## config.mk

```make
export PLATFORM = sky130hd
export DESIGN_NAME = cadence_classifier
export DESIGN_NICKNAME = d
export VERILOG_FILES = /design/src/rtl/cpc_pkg.sv /design/src/rtl/cpc_tick_gen.sv /design/src/rtl/cpc_interval_timer.sv /design/src/rtl/cpc_window_match.sv /design/src/rtl/cpc_tracker.sv /design/src/rtl/cadence_classifier.sv
export SDC_FILE = /design/constraint.sdc
export NUM_CORES = 1
export LEC_CHECK = 0
export CAP_MARGIN = 20
export CORE_ASPECT_RATIO = 1.4
export CORE_UTILIZATION = 50
export DETAILED_ROUTE_END_ITERATION = 6
export DONT_BUFFER_PORTS = 1
export PLACE_DENSITY = 0.74
export SYNTH_ARGS = -nofsm -noshare
export SYNTH_HDL_FRONTEND = slang
export SYNTH_SLANG_ARGS = --single-unit
```

## constraint.sdc

```tcl
create_clock -name clk -period 5.05 [get_ports clk]
set_input_delay 1.01 -clock clk [delete_from_list [all_inputs] [get_ports clk]]
set_output_delay 1.01 -clock clk [all_outputs]
set_load 0.01 [all_outputs]
```

## src/rtl/cpc_pkg.sv

```systemverilog
// Shared types for the call progress cadence classifier.
package cpc_pkg;

    // Declared class codes, as seen on the class_code port.
    typedef enum logic [2:0] {
        CP_UNKNOWN    = 3'd0,
        CP_CONTINUOUS = 3'd1,
        CP_BUSY       = 3'd2,
        CP_REORDER    = 3'd3,
        CP_RINGING    = 3'd4
    } cp_class_e;

    // Which periodic classes accept one measured interval.
    typedef struct packed {
        logic busy;
        logic reorder;
        logic ring;
    } cp_fit_t;

endpackage

```

## src/rtl/cpc_tick_gen.sv

```systemverilog
// Tick prescaler: emits a one-cycle tick every TICK_DIV clocks.
// Assumes TICK_DIV >= 2; the tick is the time base for all durations.
module cpc_tick_gen #(
    parameter int TICK_DIV = 100000
) (
    input  logic clk,
    input  logic rst_n,
    output logic tick
);
    localparam int DIV_W = (TICK_DIV > 2) ? $clog2(TICK_DIV) : 1;
    localparam logic [DIV_W-1:0] DIV_LAST = DIV_W'(TICK_DIV - 1);

    logic [DIV_W-1:0] div_cnt;

    // Free-running divider that wraps after TICK_DIV clocks.
    always_ff @(posedge clk) begin
        if (!rst_n)                div_cnt <= '0;
        else if (div_cnt == DIV_LAST) div_cnt <= '0;
        else                       div_cnt <= div_cnt + 1'b1;
    end

    assign tick = (div_cnt == DIV_LAST);

    AST_TICK_SPACED: assert property (@(posedge clk) disable iff (!rst_n)
        tick |=> !tick);

endmodule

```

## src/rtl/cpc_interval_timer.sv

```systemverilog
// Interval timer: detects envelope edges, measures the length of the level
// just finished in ticks (saturating), flags vetoed and stale edges, and
// raises a one-cycle hit when a steady high level reaches CONT_TICKS.
// Assumes env_in and dtmf_in are synchronous to clk.
module cpc_interval_timer #(
    parameter int CNT_W      = 9,
    parameter int CONT_TICKS = 300
) (
    input  logic             clk,
    input  logic             rst_n,
    input  logic             tick,
    input  logic             env_in,
    input  logic             dtmf_in,
    output logic [CNT_W-1:0] ivl_len,
    output logic             on_end,
    output logic             off_end,
    output logic             stale_end,
    output logic             veto,
    output logic             long_on,
    output logic             cont_hit
);
    localparam logic [CNT_W-1:0] CNT_MAX  = '1;
    localparam logic [CNT_W-1:0] CONT_LIM = CNT_W'(CONT_TICKS);

    logic             env_q;
    logic [CNT_W-1:0] run_cnt;
    logic             tainted;
    logic             cont_done;
    logic             edge_seen;

    assign edge_seen = env_in ^ env_q;
    assign veto      = edge_seen & dtmf_in;
    assign on_end    = edge_seen & !dtmf_in & !tainted &  env_q;
    assign off_end   = edge_seen & !dtmf_in & !tainted & !env_q;
    assign stale_end = edge_seen & !dtmf_in &  tainted;
    assign ivl_len   = run_cnt;
    assign long_on   = (run_cnt >= CONT_LIM);
    assign cont_hit  = env_q & !edge_seen & !tainted & !cont_done & long_on;

    // Level tracking, saturating duration count and taint of vetoed intervals.
    always_ff @(posedge clk) begin
        if (!rst_n) begin
            env_q     <= 1'b0;
            run_cnt   <= '0;
            tainted   <= 1'b0;
            cont_done <= 1'b0;
        end else begin
            env_q <= env_in;
            if (edge_seen) begin
                run_cnt   <= '0;
                tainted   <= dtmf_in;
                cont_done <= 1'b0;
            end else begin
                if (tick && run_cnt != CNT_MAX) run_cnt <= run_cnt + 1'b1;
                if (cont_hit) cont_done <= 1'b1;
            end
        end
    end

    AST_NO_WRAP: assert property (@(posedge clk) disable iff (!rst_n)
        (run_cnt == CNT_MAX && tick && !edge_seen) |=> (run_cnt == CNT_MAX));

endmodule

```

## src/rtl/cpc_window_match.sv

```systemverilog
// Window match: reports which periodic classes accept one interval length,
// using +/-TOL_PCT percent around each nominal. RING_NOM selects the on or
// off nominal of ringing; busy and reorder are symmetric.
module cpc_window_match
    import cpc_pkg::*;
#(
    parameter int CNT_W         = 9,
    parameter int BUSY_TICKS    = 50,
    parameter int REORDER_TICKS = 25,
    parameter int RING_NOM      = 200,
    parameter int TOL_PCT       = 20
) (
    input  logic [CNT_W-1:0] ivl_len,
    output cp_fit_t          fit
);
    // True when v lies inside the tolerance window around nom.
    function automatic logic in_win(input int v, input int nom);
        return (v >= nom - (nom * TOL_PCT) / 100) &&
               (v <= nom + (nom * TOL_PCT) / 100);
    endfunction

    // Window comparisons for the three periodic classes.
    always_comb begin
        fit.busy    = in_win(int'(ivl_len), BUSY_TICKS);
        fit.reorder = in_win(int'(ivl_len), REORDER_TICKS);
        fit.ring    = in_win(int'(ivl_len), RING_NOM);
    end

endmodule

```

## src/rtl/cpc_tracker.sv

```systemverilog
// Cadence tracker: pairs an on interval with the following off interval,
// keeps a two-deep match history and issues class declarations.
// Assumes the window sets of different classes do not overlap.
module cpc_tracker
    import cpc_pkg::*;
(
    input  logic       clk,
    input  logic       rst_n,
    input  logic       veto,
    input  logic       cont_hit,
    input  logic       on_end,
    input  logic       off_end,
    input  logic       stale_end,
    input  logic       long_on,
    input  cp_fit_t    on_fit,
    input  cp_fit_t    off_fit,
    output logic [2:0] class_code,
    output logic       class_valid
);
    cp_class_e code_q;
    cp_class_e prev_cls;
    cp_class_e pair_cls;
    cp_fit_t   pend_fit;
    cp_fit_t   pair_fit;
    logic      pend_valid;
    logic [1:0] match_cnt;

    assign class_code = code_q;
    assign pair_fit   = pend_fit & off_fit;

    // Decode the common class of a completed on/off pair.
    always_comb begin
        if (pair_fit.busy)         pair_cls = CP_BUSY;
        else if (pair_fit.reorder) pair_cls = CP_REORDER;
        else if (pair_fit.ring)    pair_cls = CP_RINGING;
        else                       pair_cls = CP_UNKNOWN;
    end

    // History update and declaration strobe per interval event.
    always_ff @(posedge clk) begin
        if (!rst_n) begin
            code_q      <= CP_UNKNOWN;
            prev_cls    <= CP_UNKNOWN;
            pend_fit    <= '0;
            pend_valid  <= 1'b0;
            match_cnt   <= '0;
            class_valid <= 1'b0;
        end else begin
            class_valid <= 1'b0;
            if (veto) begin
                pend_valid <= 1'b0;
                match_cnt  <= '0;
            end else if (cont_hit) begin
                pend_valid  <= 1'b0;
                match_cnt   <= '0;
                code_q      <= CP_CONTINUOUS;
                class_valid <= 1'b1;
            end else if (on_end) begin
                if (long_on) begin
                    pend_valid <= 1'b0;
                end else if (on_fit == '0) begin
                    pend_valid  <= 1'b0;
                    match_cnt   <= '0;
                    code_q      <= CP_UNKNOWN;
                    class_valid <= 1'b1;
                end else begin
                    pend_valid <= 1'b1;
                    pend_fit   <= on_fit;
                end
            end else if (off_end) begin
                pend_valid <= 1'b0;
                if (pend_valid) begin
                    if (pair_cls == CP_UNKNOWN) begin
                        match_cnt   <= '0;
                        code_q      <= CP_UNKNOWN;
                        class_valid <= 1'b1;
                    end else if (pair_cls == prev_cls && match_cnt != 2'd0) begin
                        match_cnt   <= 2'd2;
                        code_q      <= pair_cls;
                        class_valid <= 1'b1;
                    end else begin
                        prev_cls  <= pair_cls;
                        match_cnt <= 2'd1;
                    end
                end
            end else if (stale_end) begin
                pend_valid <= 1'b0;
            end
        end
    end

    AST_CODE_HOLD: assert property (@(posedge clk) disable iff (!rst_n)
        !class_valid |-> $stable(class_code));
    AST_TWO_CYCLES: assert property (@(posedge clk) disable iff (!rst_n)
        (class_valid && code_q inside {CP_BUSY, CP_REORDER, CP_RINGING}) |-> (match_cnt == 2'd2));
    AST_UNKNOWN_CLEARS: assert property (@(posedge clk) disable iff (!rst_n)
        (class_valid && code_q == CP_UNKNOWN) |-> (match_cnt == 2'd0 && !pend_valid));
    AST_VETO_QUIET: assert property (@(posedge clk) disable iff (!rst_n)
        veto |=> (!class_valid && match_cnt == 2'd0));

endmodule

```

## src/rtl/cadence_classifier.sv

```systemverilog
// Call progress cadence classifier top: prescaler, interval timer, one window
// matcher per phase (on, off) and the cadence tracker. Nominal durations are
// in ticks; the counter is sized so its saturated value lies above every window.
module cadence_classifier
    import cpc_pkg::*;
#(
    parameter int TICK_DIV       = 100000,
    parameter int BUSY_TICKS     = 50,
    parameter int REORDER_TICKS  = 25,
    parameter int RING_ON_TICKS  = 200,
    parameter int RING_OFF_TICKS = 400,
    parameter int CONT_TICKS     = 300,
    parameter int TOL_PCT        = 20
) (
    input  logic       clk,
    input  logic       rst_n,
    input  logic       env_in,
    input  logic       dtmf_in,
    output logic [2:0] class_code,
    output logic       class_valid
);
    localparam int RING_OFF_HI = RING_OFF_TICKS + (RING_OFF_TICKS * TOL_PCT) / 100;
    localparam int NEED_MAX    = (RING_OFF_HI > CONT_TICKS) ? RING_OFF_HI : CONT_TICKS;
    localparam int CNT_W       = $clog2(NEED_MAX + 2);

    logic             tick;
    logic [CNT_W-1:0] ivl_len;
    logic             on_end, off_end, stale_end, veto, long_on, cont_hit;
    cp_fit_t          phase_fit [2];

    cpc_tick_gen #(.TICK_DIV(TICK_DIV)) u_tick (
        .clk   (clk),
        .rst_n (rst_n),
        .tick  (tick)
    );

    cpc_interval_timer #(.CNT_W(CNT_W), .CONT_TICKS(CONT_TICKS)) u_timer (
        .clk       (clk),
        .rst_n     (rst_n),
        .tick      (tick),
        .env_in    (env_in),
        .dtmf_in   (dtmf_in),
        .ivl_len   (ivl_len),
        .on_end    (on_end),
        .off_end   (off_end),
        .stale_end (stale_end),
        .veto      (veto),
        .long_on   (long_on),
        .cont_hit  (cont_hit)
    );

    // Phase 0 judges on intervals, phase 1 judges off intervals.
    for (genvar p = 0; p < 2; p++) begin : g_phase
        cpc_window_match #(
            .CNT_W         (CNT_W),
            .BUSY_TICKS    (BUSY_TICKS),
            .REORDER_TICKS (REORDER_TICKS),
            .RING_NOM      ((p == 0) ? RING_ON_TICKS : RING_OFF_TICKS),
            .TOL_PCT       (TOL_PCT)
        ) u_win (
            .ivl_len (ivl_len),
            .fit     (phase_fit[p])
        );
    end

    cpc_tracker u_track (
        .clk         (clk),
        .rst_n       (rst_n),
        .veto        (veto),
        .cont_hit    (cont_hit),
        .on_end      (on_end),
        .off_end     (off_end),
        .stale_end   (stale_end),
        .long_on     (long_on),
        .on_fit      (phase_fit[0]),
        .off_fit     (phase_fit[1]),
        .class_code  (class_code),
        .class_valid (class_valid)
    );

endmodule

```

==> results of run 1 <==
flip-flops by register name, summed over array words and instances (netlist names):
signal               flops
u_tick.div_cnt          17
u_timer.cont_done        1
u_timer.env_q            1
u_timer.ivl_len          9
u_timer.tainted          1
u_track.class_code       3
u_track.class_valid      1
u_track.match_cnt        2
u_track.pend_fit         3
u_track.pend_valid       1
u_track.prev_cls         3
worst max-delay path, cell delays in order, from the launching register on:
cell and delay, ns:
dfxtp_1 0.36, inv_1 0.09, ha_1 0.15, or4b_4 0.47, a31oi_4 0.25, mux2i_1 0.19, a31o_4 0.31, or4_4 0.48
o211a_1 0.13
kinds of logic (layout without fill, tap and decap cells):
family / after synthesis / after routing
AO/OA/AOI/OAI: 40 / 40
multiplexers: 6 / 6
flip-flops: 42 / 42
buffers and inverters: 14 / 10
adder cells (fa/ha/maj): 5 / 5
XOR/XNOR: 21 / 21
AND/OR/NAND/NOR: 116 / 116
worst max-delay path by stage:
stage / start / end / slack [ns]
2_1_floorplan: env_in / u_track.prev_cls[1] / 2.29
3_3_place_gp: env_in / u_track.prev_cls[1] / 2.27
3_5_place_dp: env_in / u_track.prev_cls[1] / 2.23
4_1_cts: u_timer.ivl_len[0] / u_track.prev_cls[1] / 2.51
5_1_grt: u_timer.ivl_len[0] / u_track.class_code[0] / 2.40
6_report: u_timer.ivl_len[0] / u_track.prev_cls[1] / 2.51
where the power goes:
part           leakage, nW  switching, mW  internal (mW)  total, mW
Clock               0.0573          0.111          0.158      0.269
Combinational        0.389         0.0101        0.00641     0.0165
Sequential           0.339        0.00317          0.334      0.337
Total                0.785          0.124          0.499      0.623
layer usage:
metal  up-vias  GRT usage, %  routed length, µm
met5         -             0                  0
li1        864             -                  -
met4         0          9.27                 82
met3         9          5.02                134
met1       786          19.5               1690
met2        21          37.1               2050
placed cells by master (no fill, tap or decap), types with 5 or more instances in the layout:
master     n
a21oi_1    7
and2_1     5
and3_1     5
clkbuf_8   6
dfxtp_1   42
ha_1       5
mux2i_1    5
nand2_1   18
nand2b_1   5
nand3_1   13
nand4_1    7
nor2_1    42
o21ai_0   10
xnor2_1    5
xor2_1    16
area by class of cell:
type	instances	area [µm²]
sequential	42	841
tap	43	53.8
clock buffer	6	82.6
fill	375	1760
clock inverter	1	30.0
inverter	3	11.3
multi-input combinational	188	1240
==> qor.csv, run 1 <==
stage,metric,value,unit
hold_path,Worst Hold Class,flop to flop,
synthesis,Synth top cells by count,"dfxtp_1, nor2_1, nand2_1",
detailed_routing,WL/cell,14.0,µm
clock_tree,Clock transition at path regs,0.07,ns
floorplan,Die Y,79.5,µm
synthesis,synthesis-stage register bit count,42,
clock_tree,CTS Sinks,42,
final_layout,share of cells above drive strength 1,8.33,%
floorplan,core area,4020,µm²
setup_path,R2R Setup Slk,2.51,ns
flow_run,max cap viols,0,
final_layout,Nets,249,
synthesis,area share of the largest cell type after synthesis,39.2,%
synthesis,number of synthesized flops with an enable pin,0,
timing,worst hold slack,0.473,ns
floorplan,Starting Density,53.3,%
power,leakage,0.785,nW
place,Final Wtd Congestion,0.897,
final_layout,antenna diode count,0,
setup_path,crit path DAT,2.73,ns
clock_tree,CTS tree,yes,
synthesis,asr flop ratio synth,0,%
detailed_routing,DR vias,1680,
synthesis,synth warn,0,
detailed_routing,DRT Wirelength,3950,µm
synthesis,cell count after synthesis,244,
detailed_routing,ANT nets after route,0,
synthesis,compound-gate portion of the synthesized area,14.0,%
global_routing,GRT overflow,0,
timing,RSZ-0062 raised after global routing,false,
setup_path,critical setup path kind,flop to flop,
timing,final hold violation count,0,
place,Final HPWL DP,2920,µm
timing,"Period Utilization, post-route",50.3,%
timing,Worst Slack Setup Final,2.51,ns
place,dpl cells,276,
synthesis,largest family of logic cells by synthesized area,simple AND/OR/NAND/NOR gates,
timing,FMAX,0.393,GHz
power,Total Power,0.623,mW
run_status,failing checks,design-rule violations,
setup_path,crit path launch type,flop,
synthesis,"Top FF cell, synth",dfxtp_1,
run_status,status,"complete, but fails checks",
detailed_routing,DRC violations left,2,
global_routing,vias in the first global route,1640,
clock_tree,Clock Tree Root,clkbuf_8,
final_layout,final instance area,2260,µm²
clock_tree,setup bufs post-CTS,0,
clock_tree,cts bufs inserted,5,
floorplan,number of core rows,27,
synthesis,"top cells by area, synth","dfxtp_1, nor2_1, xor2_1",
setup_path,crit path max fanout,7,
power,power per cell area,276,nW/µm²
hold_path,hold path depth,1,
final_layout,Area growth syn-to-layout,5.31,%
timing,"Min Clock Period, post-route",2.54,ns
timing,Setup TNS Final,0,ns
setup_path,CP Capture Type,flop,
hold_path,hold_sp,u_tick.div_cnt[0],
final_layout,fin cells,283,
setup_path,"Req. time, crit path",5.24,ns
clock_tree,Worst-Skew Late Latency,0.30,ns
synthesis,"Avg Cell Area, Syn",8.78,µm²
setup_path,worst reg2reg startpoint,u_timer.ivl_len[0],
detailed_routing,vias per cell,5.94,
timing,Clock Skew,0.00600,ns
setup_path,Worst Reg-to-Reg Cells,8,
timing,Worst-Margin Slew,0.563,ns
timing,Final setup viols,0,
clock_tree,# hold bufs at CTS,0,
floorplan,die width,57.3,µm
synthesis,XOR/XNOR Fraction of Synth Area,8.58,%
setup_path,reg2reg end,u_track.prev_cls[1],
synthesis,post-synthesis sequential area ratio,39.2,%
timing,slew margin rel.,62.3,%
global_routing,first-pass GRT wire length,6960,µm
floorplan,die area,4560,µm²
synthesis,Synthesized Nets,253,
synthesis,Synth Cell Area,2140,µm²
synthesis,leading area contributor after synthesis,dfxtp_1,
power,maximum vdd ir drop,217,µV
global_routing,initial antenna violation count,0,
synthesis,post-synthesis cell type count,54,
global_routing,largest net degree at the start of global routing,16,
place,pre-CTS setup slack,2.23,ns
final_layout,"Core Util, Final",56.1,%
place,Placed Area,2140,µm²
clock_tree,number of cells upsized or downsized after cts,0,
floorplan,# IOs,8,
detailed_routing,Detailed Route Iter0 Violations,64,
clock_tree,H-tree Lvls,2,
global_routing,GRT Overall Usage,19.6,%
timing,fin. max-slew vios,0,
hold_path,Min-Delay Endpoint,u_tick.div_cnt[0],
synthesis,mux share of post-synthesis cell area,2.86,%
synthesis,Adder-Cell Fraction of Synth Area,2.92,%
clock_tree,clk buf depth,2,
synthesis,post-synthesis simple-gate area fraction,29.4,%
detailed_routing,first-pass iteration count of the detailed router,6,
place,IO Port Bufs,0,
(Power assumes the default switching activity.)
==> run 2: changes to the inputs <==
==> constraint.sdc (replaced) <==
create_clock -name clk -period 2.6 [get_ports clk]
set_input_delay 0.52 -clock clk [delete_from_list [all_inputs] [get_ports clk]]
set_output_delay 0.52 -clock clk [all_outputs]
set_load 0.01 [all_outputs]
==> run 2 against run 1 <==
Against the previous run:
- the run still ends with design-rule violations left
- combinational power grew 110%
- cell count grew 1.8%
- largest cell class unchanged
- sequential share of layout area shrank 0.23 points
==> qor.csv, run 2 (synthesis results as in run 1) <==
stage,metric,value,unit,change
global_routing,GRT overflow,0,,unchanged
final_layout,max FFs per register,17,,unchanged
timing,Worst-Margin Slew,0.496,ns,-0.0677 ns
place,Placed Area,2170,µm²,+1.4%
flow_run,max cap viols,0,,unchanged
global_routing,grt met3 use,4.86,%,-0.16 points
floorplan,die width,57.3,µm,unchanged
setup_path,crit path launch type,flop,,
final_layout,Area growth syn-to-layout,5.95,%,
timing,FMAX,0.409,GHz,+3.8%
timing,slew margin rel.,66.6,%,+4.3 points
power,switching share of total power,23.5,%,+3.5 points
clock_tree,H-tree Lvls,2,,unchanged
floorplan,die area,4560,µm²,unchanged
floorplan,# IOs,8,,unchanged
detailed_routing,vias per cell,5.89,,-0.86%
power,clock network power share,38.2,%,-5.0 points
power,Comb pwr share,3.1,%,+0.4 points
floorplan,Die Y,79.5,µm,unchanged
timing,RSZ-0062 raised after global routing,false,,
clock_tree,clk buf depth,2,,unchanged
floorplan,number of core rows,27,,unchanged
setup_path,crit path DAT,2.64,ns,-0.09 ns
run_status,status,"complete, but fails checks",,
timing,fin. max-slew vios,0,,unchanged
clock_tree,# hold bufs at CTS,0,,unchanged
clock_tree,CTS Sinks,42,,unchanged
global_routing,busiest grt layer,met2,,
timing,Setup TNS Final,0,ns,unchanged
final_layout,final instance area,2270,µm²,+0.61%
timing,final hold violation count,0,,unchanged
floorplan,Starting Density,53.3,%,unchanged
timing,"Period Utilization, post-route",94.1,%,+44 points
detailed_routing,first-pass iteration count of the detailed router,6,,unchanged
final_layout,Nets,253,,+1.6%
detailed_routing,DRT Wirelength,4150,µm,+4.9%
timing,Worst Slack Setup Final,0.152,ns,-2.36 ns
power,leakage,0.791,nW,+0.69%
global_routing,largest net degree at the start of global routing,16,,unchanged
power,power per cell area,492,nW/µm²,+78%
power,Internal,0.855,mW,+71%
final_layout,most frequent cells in the layout,"nor2_1, dfxtp_1, nand2_1, xor2_1, nand3_1",,
floorplan,core area,4020,µm²,unchanged
final_layout,Fill cells,373,,-0.53%
detailed_routing,WL/cell,14.4,µm,+3.1%
power,maximum vdd ir drop,379,µV,+75%
global_routing,first-pass GRT wire length,7130,µm,+2.4%
global_routing,initial antenna violation count,0,,unchanged
global_routing,met1 GRT Util,21.0,%,+1.4 points
clock_tree,Clock Tree Root,clkbuf_8,,
global_routing,GRT Overall Usage,19.9,%,+0.31 points
place,Final Wtd Congestion,0.863,,-3.8%
final_layout,Reg with most FFs,u_tick.div_cnt,,
setup_path,crit path max fanout,7,,unchanged
power,Psw,0.262,mW,+110%
place,IO Port Bufs,0,,unchanged
timing,"Min Clock Period, post-route",2.45,ns,-0.0937 ns
timing,Clock Skew,0.00929,ns,+0.00328 ns
final_layout,share of cells above drive strength 1,10.6,%,+2.3 points
timing,Final setup viols,0,,unchanged
clock_tree,cts bufs inserted,5,,unchanged
clock_tree,Clock transition at path regs,0.09,ns,+0.02 ns
setup_path,CP Capture Type,flop,,
final_layout,antenna diode count,0,,unchanged
global_routing,met2 Use GR,35.8,%,-1.3 points
place,pre-CTS setup slack,0.0986,ns,-2.13 ns
clock_tree,Worst-Skew Late Latency,0.29,ns,about the same
setup_path,"Req. time, crit path",2.80,ns,-2.44 ns
place,Final HPWL DP,3130,µm,+7.2%
clock_tree,CTS tree,yes,,
detailed_routing,DRC violations left,2,,unchanged
detailed_routing,Detailed Route Iter0 Violations,66,,+3.1%
run_status,failing checks,design-rule violations,,
setup_path,critical setup path kind,flop to flop,,
detailed_routing,DR vias,1695,,+0.89%
detailed_routing,ANT nets after route,0,,unchanged
power,Seq pwr share,58.7,%,+4.5 points
hold_path,Worst Hold Class,input port to flop,,
global_routing,vias in the first global route,1707,,+4.1%
[run 2: changes by cell type in the layout (fill, tap and decap cells not counted)]
cell        delta
mux2i_1        -1
clkbuf_8       -1
mux2i_2        +1
clkinvlp_4     +2
bufinv_16      -1
buf_4          +4
inv_6          +1
[run 2: what timing repair did]
item / 4_1_cts / 5_1_grt
buffers inserted: 0 / 0
resized for setup: 0 / 1
endpoints found under the setup margin: 0 / 1
[run 2: path summary, 6_finish.rpt]
kind                                          from                  end  slack [ns]  cells after the start
worst max-delay path            u_timer.ivl_len[0]  u_track.prev_cls[1]        0.15                      8
worst min-delay path                         rst_n        u_timer.env_q        0.34                      1
worst max register to register  u_timer.ivl_len[0]  u_track.prev_cls[1]        0.15                      8
worst min register to register   u_tick.div_cnt[0]    u_tick.div_cnt[0]        0.47                      1
[run 2: per-stage QoR]
stage | utilization (%) | hold WS [ns] | total power, mW | instances
after detailed placement | 54.1 | 0.462 | 0.705 | 280
final | 56.5 | 0.343 | 1.12 | 288
after global routing | 56.5 | 0.323 | 1.16 | 288
after CTS | 56.4 | 0.339 | 1.13 | 288
after global placement | 54.1 | 0.446 | 0.705 | 280
after floorplan | - | 0.426 | 0.697 | 244
[run 2: cell type report]
cell class	count	area (µm²)	share of cell area (%)
Clock buffer	5	68.8	3.03
Inverter	3	11.3	0.496
Multi-Input combinational cell	188	1240	54.7
Clock inverter	3	23.8	1.05
Timing Repair Buffer	4	30.0	1.32
Sequential cell	42	841	37.0
Tap cell	43	53.8	2.37
[run 2: worst max-delay path, cell delays in order (launching register included)]
cell     delay, ns
dfxtp_1       0.35
inv_1         0.09
ha_1          0.15
or4b_4        0.47
a31oi_4       0.25
mux2i_2       0.13
a31o_4        0.29
or4_4         0.48
o211a_1       0.14
[run 2: power by group through the flow]
stage	clock network (mW)	logic, mW	registers, mW
5_1_grt	0.469	0.0394	0.656
2_1_floorplan	0	0.0284	0.669
6_report	0.427	0.0351	0.655
3_3_place_gp	0	0.0349	0.670
3_5_place_dp	0	0.0351	0.670
4_1_cts	0.436	0.0353	0.655
[run 2: metal layers]
| metal | vias to the layer above | wire (µm) |
|---|---|---|
| li1 | 864 | - |
| met1 | 799 | 1800 |
| met3 | 10 | 107 |
| met5 | - | 0 |
| met4 | 0 | 100 |
| met2 | 22 | 2140 |
==> run 3: changes to the inputs <==
--- a/config.mk
+++ b/config.mk
@@ -10,7 +10,7 @@
 export CORE_UTILIZATION = 50
 export DETAILED_ROUTE_END_ITERATION = 6
 export DONT_BUFFER_PORTS = 1
-export PLACE_DENSITY = 0.74
+export PLACE_DENSITY = 0.67
 export SYNTH_ARGS = -nofsm -noshare
 export SYNTH_HDL_FRONTEND = slang
 export SYNTH_SLANG_ARGS = --single-unit
==> run 3 against run 2 <==
Against the previous run:
- the run still ends with design-rule violations left
- clock power increased by 4.9%
- first-iteration DRC count down 20%
- die area is the same
- highest routed layer unchanged
- setup slack worse by 0.00099 ns
- register-to-register slack barely moved
- largest power group unchanged
- critical path depth unchanged
- combinational power rose by 2%
- fmax about the same
- largest cell class unchanged
- clock skew is 0.00082 ns lower
- count of clock-buffer cells in the layout is the same
==> qor.csv, run 3 (synthesis results as in run 1) <==
stage,metric,value,unit,change
run_status,status,"complete, but fails checks",,
run_status,failing checks,design-rule violations,,
final_layout,most frequent cells in the layout,"nor2_1, dfxtp_1, nand2_1, xor2_1, nand3_1",,
detailed_routing,Detailed Route Iter0 Violations,53,,-20%
clock_tree,CTS Sinks,42,,unchanged
clock_tree,Clock transition at path regs,0.09,ns,about the same
floorplan,number of core rows,27,,unchanged
timing,Worst-Margin Slew,0.498,ns,+0.00244 ns
setup_path,Critical path buffers and inverters,1,,unchanged
setup_path,family with the most delay on the worst path,simple AND/OR/NAND/NOR gates,,
global_routing,largest net degree at the start of global routing,16,,unchanged
timing,final hold violation count,0,,unchanged
clock_tree,clk buf depth,2,,unchanged
detailed_routing,met2 routed WL,2310,µm,+8.0%
hold_path,Worst Hold Class,input port to flop,,
global_routing,initial antenna violation count,0,,unchanged
setup_path,Worst Reg-to-Reg Cells,8,,unchanged
power,power per cell area,495,nW/µm²,+0.62%
detailed_routing,vias per cell,5.97,,+1.4%
floorplan,Die Y,79.5,µm,unchanged
timing,Setup TNS Final,0,ns,unchanged
setup_path,"Req. time, crit path",2.80,ns,about the same
clock_tree,Clock Tree Root,clkbuf_8,,
floorplan,core area,4020,µm²,unchanged
clock_tree,setup bufs post-CTS,0,,unchanged
final_layout,max FFs per register,17,,unchanged
clock_tree,cts bufs inserted,5,,unchanged
floorplan,die area,4560,µm²,unchanged
setup_path,slowest CP cell,or4_4,,
setup_path,Setup crit start,u_timer.ivl_len[0],,
clock_tree,H-tree Lvls,2,,unchanged
final_layout,final instance area,2300,µm²,+1.4%
clock_tree,number of cells upsized or downsized after cts,0,,unchanged
clock_tree,Worst-Skew Late Latency,0.30,ns,about the same
timing,RSZ-0062 raised after global routing,false,,
place,Final HPWL DP,3210,µm,+2.8%
setup_path,crit path DAT,2.65,ns,about the same
setup_path,worst setup path end,u_track.prev_cls[1],,
place,Placed Area,2200,µm²,+1.4%
final_layout,Area growth syn-to-layout,7.41,%,
detailed_routing,WL met1,1850,µm,+2.4%
global_routing,first-pass GRT wire length,7280,µm,+2.1%
setup_path,worst reg2reg startpoint,u_timer.ivl_len[0],,
flow_run,max cap viols,0,,unchanged
timing,"Min Clock Period, post-route",2.45,ns,+0.000993 ns
detailed_routing,DR vias,1743,,+2.8%
detailed_routing,DRC violations left,4,,+2
floorplan,# IOs,8,,unchanged
final_layout,Nets,257,,+1.6%
detailed_routing,ANT nets after route,0,,unchanged
setup_path,CP Cell Sequence,inv_1 -> ha_1 -> or4b_4 -> a31oi_4 -> mux2i_2 -> a31o_4 -> or4_4 -> o211a_1,,
timing,FMAX,0.408,GHz,about the same
setup_path,R2R Setup Slk,0.15,ns,about the same
global_routing,vias in the first global route,1644,,-3.7%
timing,slew margin rel.,66.5,%,-0.16 points
timing,Final setup viols,0,,unchanged
floorplan,die width,57.3,µm,unchanged
detailed_routing,first-pass iteration count of the detailed router,6,,unchanged
detailed_routing,highest routed layer,met4,,
global_routing,GRT Overall Usage,20.8,%,+0.87 points
power,leakage,0.816,nW,+3.3%
final_layout,Reg with most FFs,u_tick.div_cnt,,
final_layout,antenna diode count,0,,unchanged
final_layout,share of cells above drive strength 1,12.0,%,+1.4 points
power,Total Power,1.14,mW,+2.0%
place,IO Port Bufs,0,,unchanged
clock_tree,CTS tree,yes,,
global_routing,GRT overflow,0,,unchanged
setup_path,crit path launch type,flop,,
detailed_routing,DRT Wirelength,4350,µm,+4.8%
setup_path,critical setup path kind,flop to flop,,
clock_tree,# hold bufs at CTS,0,,unchanged
timing,"Period Utilization, post-route",94.2,%,about the same
detailed_routing,metal3 WL,104,µm,-2.8%
setup_path,crit path max fanout,7,,unchanged
setup_path,max incr delay on CP,0.48,ns,about the same
timing,fin. max-slew vios,0,,unchanged
setup_path,CP Capture Type,flop,,
timing,Clock Skew,0.00846,ns,-0.000822 ns
setup_path,CP Depth,8,,unchanged
final_layout,"Core Util, Final",57.3,%,+0.78 points
setup_path,reg2reg end,u_track.prev_cls[1],,
power,maximum vdd ir drop,356,µV,-6.0%
detailed_routing,WL/cell,14.9,µm,+3.4%
floorplan,Starting Density,53.3,%,unchanged
place,Final Wtd Congestion,0.897,,+3.9%
-- run 3: final cells by class --
type | instances | area, µm²
Clock buffer | 5 | 68.8
Clock inverter | 3 | 25.0
Fill cell | 366 | 1720
Inverter | 3 | 11.3
Multi-Input combinational cell | 188 | 1240
Sequential cell | 42 | 841
Tap cell | 43 | 53.8
Timing Repair Buffer | 8 | 60.1
-- run 3: report_power, final --
part           total [mW]  leakage (nW)  internal [mW]  switching (mW)
clock               0.448        0.0447          0.194           0.254
sequential          0.655         0.339          0.649         0.00635
combinational      0.0357         0.432         0.0140          0.0217
total                1.14         0.816          0.857           0.282
-- run 3: routing by layer --
layer  global-route usage [%]  vias to the layer above
met3                     4.54                        6
met1                     20.8                      834
li1                         -                      880
met2                     39.6                       23
met5                        0                        -
met4                     10.0                        0
-- run 3: worst min path at each step --
stage / startpoint / endpoint / slack (ns) / cells past startpoint
2_1_floorplan: u_tick.div_cnt[0] / u_tick.div_cnt[0] / 0.43 / 1
3_3_place_gp: u_tick.div_cnt[0] / u_tick.div_cnt[0] / 0.44 / 1
3_5_place_dp: u_tick.div_cnt[0] / u_tick.div_cnt[0] / 0.45 / 1
4_1_cts: rst_n / u_timer.env_q / 0.33 / 1
5_1_grt: rst_n / u_timer.env_q / 0.32 / 1
6_report: rst_n / u_timer.env_q / 0.33 / 1
-- run 3: worst register-to-register path: cells and delay by family, from the launching register on --
family	cells	cell delay (ns)
flops	1	0.36
compound gates	3	0.69
simple gates	2	0.95
mux	1	0.13
fa+ha+maj	1	0.15
buf+inv	1	0.09
-- run 3: stage by stage --
step | hold WS (ns) | worst slack [ns] | std cells
after global routing | 0.323 | 0.0471 | 292
after global placement | 0.443 | 0.166 | 284
after floorplan | 0.426 | 0.222 | 244
after detailed placement | 0.454 | 0.116 | 284
after CTS | 0.326 | 0.104 | 292
final | 0.334 | 0.151 | 292
